[config.mk]
export PLATFORM = sky130hd
export DESIGN_NAME = capreload_timer
export DESIGN_NICKNAME = d
export VERILOG_FILES = /design/src/rtl/capreload_timer_pkg.sv /design/src/rtl/crt_sync.sv /design/src/rtl/crt_datapath.sv /design/src/rtl/crt_ctrl.sv /design/src/rtl/capreload_timer.sv
export SDC_FILE = /design/constraint.sdc
export NUM_CORES = 1
export LEC_CHECK = 0
export BUFFER_PORTS_ARGS = -buffer_cell sky130_fd_sc_hd__buf_2
export CAP_MARGIN = 5
export CORE_ASPECT_RATIO = 0.7
export CORE_UTILIZATION = 59
export DETAILED_ROUTE_END_ITERATION = 10
export PLACE_DENSITY = 0.81
export SYNTH_ARGS = -nofsm -noshare
export SYNTH_HDL_FRONTEND = slang
export SYNTH_SLANG_ARGS = --single-unit
[constraint.sdc]
create_clock -name clk -period 6.9 [get_ports clk]
set_input_delay 0.345 -clock clk [delete_from_list [all_inputs] [get_ports clk]]
set_output_delay 0.345 -clock clk [all_outputs]
set_load 0.01 [all_outputs]
[src/rtl/capreload_timer_pkg.sv]
package capreload_timer_pkg;

  // Control byte bit positions
  localparam int CTL_OVF    = 7;
  localparam int CTL_EXT    = 6;
  localparam int CTL_RX     = 5;
  localparam int CTL_TX     = 4;
  localparam int CTL_EXEN   = 3;
  localparam int CTL_RUN    = 2;
  localparam int CTL_CNTSEL = 1;
  localparam int CTL_CAP    = 0;

  // Mode field bit positions
  localparam int MOD_DN  = 0;
  localparam int MOD_OUT = 1;
  localparam int MOD_W   = 2;

  typedef enum logic [2:0] {
    TM_RELOAD,
    TM_CAPTURE,
    TM_BAUD,
    TM_UPDOWN,
    TM_CLKOUT
  } tmrMode_e;

  typedef struct packed {
    logic busLoad;
    logic extReload;
    logic extCapture;
    logic step;
    logic fastStep;
    logic downDir;
    logic wrapZero;
  } dpCmd_t;

  typedef struct packed {
    logic ovf;
    logic unf;
  } dpEvt_t;

  function automatic tmrMode_e decodeMode(input logic rxSel, input logic txSel,
                                          input logic capSel, input logic dnEn,
                                          input logic outEn);
    if (outEn)              return TM_CLKOUT;
    else if (rxSel | txSel) return TM_BAUD;
    else if (capSel)        return TM_CAPTURE;
    else if (dnEn)          return TM_UPDOWN;
    else                    return TM_RELOAD;
  endfunction

endpackage

[src/rtl/crt_sync.sv]
module crt_sync #(
  parameter int STAGES = 2
) (
  input  logic clk,
  input  logic rstN,
  input  logic din,
  output logic dout
);
  logic [STAGES-1:0] pipe;

  genvar i;
  generate
    for (i = 0; i < STAGES; i++) begin : g_stage
      if (i == 0) begin : g_first
        always_ff @(posedge clk or negedge rstN) begin
          if (!rstN) pipe[0] <= 1'b1;
          else       pipe[0] <= din;
        end
      end else begin : g_next
        always_ff @(posedge clk or negedge rstN) begin
          if (!rstN) pipe[i] <= 1'b1;
          else       pipe[i] <= pipe[i-1];
        end
      end
    end
  endgenerate

  assign dout = pipe[STAGES-1];
endmodule

[src/rtl/crt_datapath.sv]
module crt_datapath
  import capreload_timer_pkg::*;
#(
  parameter int CNT_W     = 16,
  parameter int FAST_MULT = 6
) (
  input  logic             clk,
  input  logic             rstN,
  input  dpCmd_t           cmd,
  input  logic [CNT_W-1:0] busVal,
  input  logic             capWrEn,
  input  logic [CNT_W-1:0] capWrVal,
  output logic [CNT_W-1:0] count,
  output logic [CNT_W-1:0] capVal,
  output dpEvt_t           evt
);
  localparam logic [CNT_W:0] INC_FAST = (CNT_W+1)'(FAST_MULT);
  localparam logic [CNT_W:0] INC_ONE  = (CNT_W+1)'(1);

  logic [CNT_W:0]   sum;
  logic [CNT_W-1:0] dec;
  logic [CNT_W-1:0] cntNext;

  always_comb begin
    sum     = {1'b0, count} + (cmd.fastStep ? INC_FAST : INC_ONE);
    dec     = count - CNT_W'(1);
    cntNext = count;
    evt     = '0;
    if (cmd.busLoad) begin
      cntNext = busVal;
    end else if (cmd.extReload) begin
      cntNext = capVal;
    end else if (cmd.step) begin
      if (cmd.downDir) begin
        if (dec < capVal) begin
          cntNext = '1;
          evt.unf = 1'b1;
        end else begin
          cntNext = dec;
        end
      end else if (sum[CNT_W]) begin
        evt.ovf = 1'b1;
        cntNext = cmd.wrapZero ? sum[CNT_W-1:0] : capVal + sum[CNT_W-1:0];
      end else begin
        cntNext = sum[CNT_W-1:0];
      end
    end
  end

  always_ff @(posedge clk or negedge rstN) begin
    if (!rstN) begin
      count  <= '0;
      capVal <= '0;
    end else begin
      count <= cntNext;
      if (cmd.extCapture) capVal <= count;
      else if (capWrEn)   capVal <= capWrVal;
    end
  end
endmodule

[src/rtl/crt_ctrl.sv]
module crt_ctrl
  import capreload_timer_pkg::*;
#(
  parameter int SYNC_STAGES = 2
) (
  input  logic             clk,
  input  logic             rstN,
  input  logic             ctlWrEn,
  input  logic [7:0]       ctlWrData,
  input  logic             modeWrEn,
  input  logic [MOD_W-1:0] modeWrData,
  input  logic             cntWrEn,
  input  logic             tick,
  input  logic             t2Pin,
  input  logic             t2exPin,
  input  logic             irqEn,
  input  dpEvt_t           evt,
  output dpCmd_t           cmd,
  output logic             ovfFlag,
  output logic             extFlag,
  output logic             serialTick,
  output logic             clkOut,
  output logic             irq
);
  logic rxSel, txSel, extEn, run, cntSel, capSel, dnEn, outEn;
  logic t2Cur, exCur, t2Prev, exPrev;

  crt_sync #(.STAGES(SYNC_STAGES)) u_syncT2 (.clk(clk), .rstN(rstN), .din(t2Pin),   .dout(t2Cur));
  crt_sync #(.STAGES(SYNC_STAGES)) u_syncEx (.clk(clk), .rstN(rstN), .din(t2exPin), .dout(exCur));

  tmrMode_e mode, modeNext;
  logic newRx, newTx, newCap, newRun, newDn, newOut;
  logic edgeMask, t2Strobe, exStrobe;
  logic isReload, isCapture, isBaud, isUpDown, isClkOut;
  logic tfSet, exSet, exToggle;

  always_comb begin
    mode     = decodeMode(rxSel, txSel, capSel, dnEn, outEn);
    newRx    = ctlWrEn  ? ctlWrData[CTL_RX]  : rxSel;
    newTx    = ctlWrEn  ? ctlWrData[CTL_TX]  : txSel;
    newCap   = ctlWrEn  ? ctlWrData[CTL_CAP] : capSel;
    newRun   = ctlWrEn  ? ctlWrData[CTL_RUN] : run;
    newDn    = modeWrEn ? modeWrData[MOD_DN]  : dnEn;
    newOut   = modeWrEn ? modeWrData[MOD_OUT] : outEn;
    modeNext = decodeMode(newRx, newTx, newCap, newDn, newOut);
    edgeMask = (modeNext != mode) || (newRun != run);
    t2Strobe = t2Prev & ~t2Cur & ~edgeMask;
    exStrobe = exPrev & ~exCur & ~edgeMask;

    isReload  = (mode == TM_RELOAD);
    isCapture = (mode == TM_CAPTURE);
    isBaud    = (mode == TM_BAUD);
    isUpDown  = (mode == TM_UPDOWN);
    isClkOut  = (mode == TM_CLKOUT);

    cmd.busLoad    = cntWrEn;
    cmd.extReload  = isReload  & extEn & exStrobe;
    cmd.extCapture = isCapture & extEn & exStrobe;
    cmd.step       = run & (cntSel ? t2Strobe : tick);
    cmd.fastStep   = ~cntSel & (isBaud | isClkOut);
    cmd.downDir    = isUpDown & ~exCur;
    cmd.wrapZero   = isCapture;

    tfSet    = (evt.ovf & (isReload | isCapture | isUpDown)) | evt.unf;
    exSet    = exStrobe & extEn & ~isUpDown;
    exToggle = isUpDown & (evt.ovf | evt.unf);
  end

  always_ff @(posedge clk or negedge rstN) begin
    if (!rstN) begin
      rxSel <= 1'b0; txSel <= 1'b0; extEn <= 1'b0; run <= 1'b0;
      cntSel <= 1'b0; capSel <= 1'b0; dnEn <= 1'b0; outEn <= 1'b0;
      t2Prev <= 1'b1; exPrev <= 1'b1;
      ovfFlag <= 1'b0; extFlag <= 1'b0;
      serialTick <= 1'b0; clkOut <= 1'b0;
    end else begin
      t2Prev <= t2Cur;
      exPrev <= exCur;
      if (ctlWrEn) begin
        rxSel  <= ctlWrData[CTL_RX];
        txSel  <= ctlWrData[CTL_TX];
        extEn  <= ctlWrData[CTL_EXEN];
        run    <= ctlWrData[CTL_RUN];
        cntSel <= ctlWrData[CTL_CNTSEL];
        capSel <= ctlWrData[CTL_CAP];
      end
      if (modeWrEn) begin
        dnEn  <= modeWrData[MOD_DN];
        outEn <= modeWrData[MOD_OUT];
      end
      if (tfSet)        ovfFlag <= 1'b1;
      else if (ctlWrEn) ovfFlag <= ctlWrData[CTL_OVF];
      if (exToggle)     extFlag <= ~extFlag;
      else if (exSet)   extFlag <= 1'b1;
      else if (ctlWrEn) extFlag <= ctlWrData[CTL_EXT];
      serialTick <= evt.ovf & (isBaud | isClkOut);
      if (evt.ovf & isClkOut & ~cntSel) clkOut <= ~clkOut;
    end
  end

  assign irq = irqEn & (ovfFlag | (extFlag & ~isUpDown));
endmodule

[src/rtl/capreload_timer.sv]
module capreload_timer
  import capreload_timer_pkg::*;
#(
  parameter int CNT_W       = 16,
  parameter int SYNC_STAGES = 2,
  parameter int FAST_MULT   = 6
) (
  input  logic             clk,
  input  logic             rstN,
  input  logic             ctlWrEn,
  input  logic [7:0]       ctlWrData,
  input  logic             modeWrEn,
  input  logic [1:0]       modeWrData,
  input  logic             cntWrEn,
  input  logic [CNT_W-1:0] cntWrData,
  input  logic             capWrEn,
  input  logic [CNT_W-1:0] capWrData,
  input  logic             tick,
  input  logic             t2Pin,
  input  logic             t2exPin,
  input  logic             irqEn,
  output logic [CNT_W-1:0] count,
  output logic [CNT_W-1:0] capVal,
  output logic             ovfFlag,
  output logic             extFlag,
  output logic             serialTick,
  output logic             clkOut,
  output logic             irq
);
  dpCmd_t cmd;
  dpEvt_t evt;

  crt_ctrl #(.SYNC_STAGES(SYNC_STAGES)) u_ctrl (
    .clk(clk), .rstN(rstN), .ctlWrEn(ctlWrEn), .ctlWrData(ctlWrData),
    .modeWrEn(modeWrEn), .modeWrData(modeWrData), .cntWrEn(cntWrEn),
    .tick(tick), .t2Pin(t2Pin), .t2exPin(t2exPin), .irqEn(irqEn),
    .evt(evt), .cmd(cmd), .ovfFlag(ovfFlag), .extFlag(extFlag),
    .serialTick(serialTick), .clkOut(clkOut), .irq(irq)
  );

  crt_datapath #(.CNT_W(CNT_W), .FAST_MULT(FAST_MULT)) u_dp (
    .clk(clk), .rstN(rstN), .cmd(cmd), .busVal(cntWrData),
    .capWrEn(capWrEn), .capWrVal(capWrData),
    .count(count), .capVal(capVal), .evt(evt)
  );
endmodule

==> results.toml <==
[global_routing]
antenna_found_initial = 0
grt_pass1_vias = 4413
grt_use_total = 0.356
grt_overflow = 0
grt_start_max_net_pins = 51
grt_pass1_wl_mm = 22.7

[yosys]
synthFlopType = "dfrtp_1"
synth-compound-area-share = 0.245
synth_seq_cells = 50
synth-simple-area-share = 0.177
yosysTopAreaCellShare = 0.239
ys_top_cells_by_count = "a21oi_1, nor2_1, dfrtp_1"
post_synth.cell_area_avg_um2 = 8.46
synth_edf_count = 0
mappedNetlistNets = 634
netlist_area_um2 = 4610
synth.area.mux_share = 0.0725
synth_area_leader_cell = "dfrtp_1"
yosysUniqueCellTypes = 72
synthAdderAreaFrac = 0.104
yosysSeqAreaShare = 0.273
async_flop_share = 1.00
yosysMostFrequentCell = "a21oi_1"
synth_area_leaders = "dfrtp_1, ha_1, a21oi_1"
ys_warn_count = 0
synth-xor-area-share = 0.0757
synth_top_family_by_area = "compound AO/OA/AOI/OAI gates"
syn_inst = 545

[pwr]
sequentialPowerShare = 0.307
swShare = 0.443
clockPowerShare = 0.162
power_mw = 1.34
p_int_mw = 0.745
leakagePower_nw = 2.41
p_per_area_nw_per_um2 = 259
ir_drop_mv = 0.177
netSwitchingPower_mw = 0.593
p_comb_frac = 0.531

[status]
status = "finished clean"

[clocking]
cts_made_buffers = 5
ctsResizeCount = 0
cts_hold_buf = 0
path_clk_slew_ns = 0.10
cts_htree_levels = 2
clock_sinks = 50
post_cts_buffers = 0
clkLatencyLatePin_ns = 0.32
clockBufferDepth = 2
cts_tree = "yes"
root_buffer = "clkbuf_8"

[die]
core_um2 = 7420
die_width_um = 108
num_rows = 26
io_pins = 89
start_util = 0.622
die_h_um = 76.0
dieArea_um2 = 8180

[route]
wl_per_cell_um = 19.6
drc_errors = 0
ant_nets = 0
drt-pass1-iter-count = 5
routed_via_density = 6.61
drt_iter0_drc = 405
via_count = 4670
wl_mm = 13.9

[final_layout]
antenna_cells = 0
syn2layout_area_growth_pct = 12.0
reg_top3 = "u_dp.capVal x16, u_dp.count x16"
layout-drive-gt1-share = 0.207
layout.nets = 697
fillers = 612

[critical_path]
crit_fanout = 11
r2r_cells = 14
critPathLaunchType = "register"
cp-end-kind = "register"
timing.rr.end = "u_ctrl.extFlag"
arrival_ns = 4.99
timing.rr.start = "u_dp.count[2]"
regToRegSetupSlack_ns = 2.14
cp.required_ns = 7.13
path_class = "reg -> reg"

[hold_path]
hp-class = "in -> async"

[placement]
port_buffers = 88
dp_hpwl_mm = 10.1
gp_congestion = 1.02

[sta]
hold_violations = 0
fin_crit_sh = 0.690
setup_violations = 0
final_max_slew_viol_count = 0
clock.fmax_ghz = 0.210
period_minus_slack_ns = 4.76
rsz0062_at_grt = "false"
worst_pin_slew_ns = 1.26
max_slew_margin = 0.155
fin_skew_ns = 0.00361
tns_ns = 0

[flow_run]
cap_violations = 0
-- power groups by stage --
stage | logic (mW) | clock network [mW] | registers (mW)
after CTS | 0.693 | 0.220 | 0.408
final | 0.711 | 0.217 | 0.411
after detailed placement | 0.684 | 0 | 0.413
after global routing | 0.779 | 0.230 | 0.417
after global placement | 0.661 | 0 | 0.410
after floorplan | 0.535 | 0 | 0.381
-- area by class of cell --
class / instances / area, µm² / share of cell area
Multi-Input combinational cell: 434 / 3110 / 0.602
Tap cell: 98 / 123 / 0.0238
Sequential cell: 50 / 1260 / 0.244
Inverter: 26 / 97.6 / 0.0189
Clock buffer: 5 / 68.8 / 0.0133
Clock inverter: 3 / 43.8 / 0.00848
Timing Repair Buffer: 91 / 463 / 0.0897
-- per-layer routing --
metal | wire (µm) | track usage | part of all wire
met1 | 6290 | 0.529 | 0.45
met2 | 6000 | 0.537 | 0.43
met3 | 1340 | 0.0508 | 0.096
met4 | 240 | 0.0945 | 0.017
met5 | 0 | 0 | 0
-- worst max path at each step --
stage                              from              to  slack [ns]
after global placement    u_dp.count[2]  u_ctrl.extFlag        2.39
after floorplan            u_ctrl.outEn  u_dp.count[14]        3.09
final                     u_dp.count[2]  u_ctrl.extFlag        2.14
after CTS                 u_dp.count[2]  u_ctrl.extFlag        2.28
after detailed placement  u_dp.count[2]  u_ctrl.extFlag        2.28
after global routing      u_dp.count[2]  u_ctrl.extFlag        1.90
-- placed cells by master (no fill, tap or decap), types with 10 or more instances in the layout --
cell type	n
xnor2_1	18
nor3_1	18
mux2_2	11
and3_1	10
buf_2	88
inv_1	25
a21o_1	10
xor2_1	20
nand2_1	32
ha_1	35
mux2i_1	21
o21ai_0	15
dfrtp_1	44
nor2_1	45
nand3_1	13
a21oi_1	47
-- stage by stage --
| stage | std cells | setup WS [ns] | hold WS (ns) | utilization | instance area (µm²) |
|---|---|---|---|---|---|
| 2_1_floorplan | 545 | 3.09 | 0.0494 | - | 4610 |
| 5_1_grt | 707 | 1.90 | 0.101 | 0.696 | 5160 |
| 3_5_place_dp | 699 | 2.28 | 0.351 | 0.681 | 5050 |
| 4_1_cts | 707 | 2.28 | 0.106 | 0.696 | 5160 |
| 6_report | 707 | 2.14 | 0.109 | 0.696 | 5160 |
| 3_3_place_gp | 699 | 2.39 | 0.346 | 0.681 | 5050 |
-- cells by family after synthesis --
group / count (synthesis)
xor+xnor: 39
simple gates: 160
mux: 32
fa+ha+maj: 37
compound gates: 166
flops: 50
buf+inv: 61
-- critical path, stage by stage (launching register included) --
cell      delay [ns]
dfrtp_1         0.54
or4_4           0.63
nor4_4          0.23
nand2_2         0.16
nor2_1          0.16
xor2_1          0.24
ha_1            0.29
a221oi_1        0.32
o21ai_0         0.14
o211ai_1        0.11
nand2_1         0.09
a31oi_1         0.92
nor4b_1         0.50
nor4_1          0.11
a211oi_1        0.24
Power figures use the tool's default switching activity.
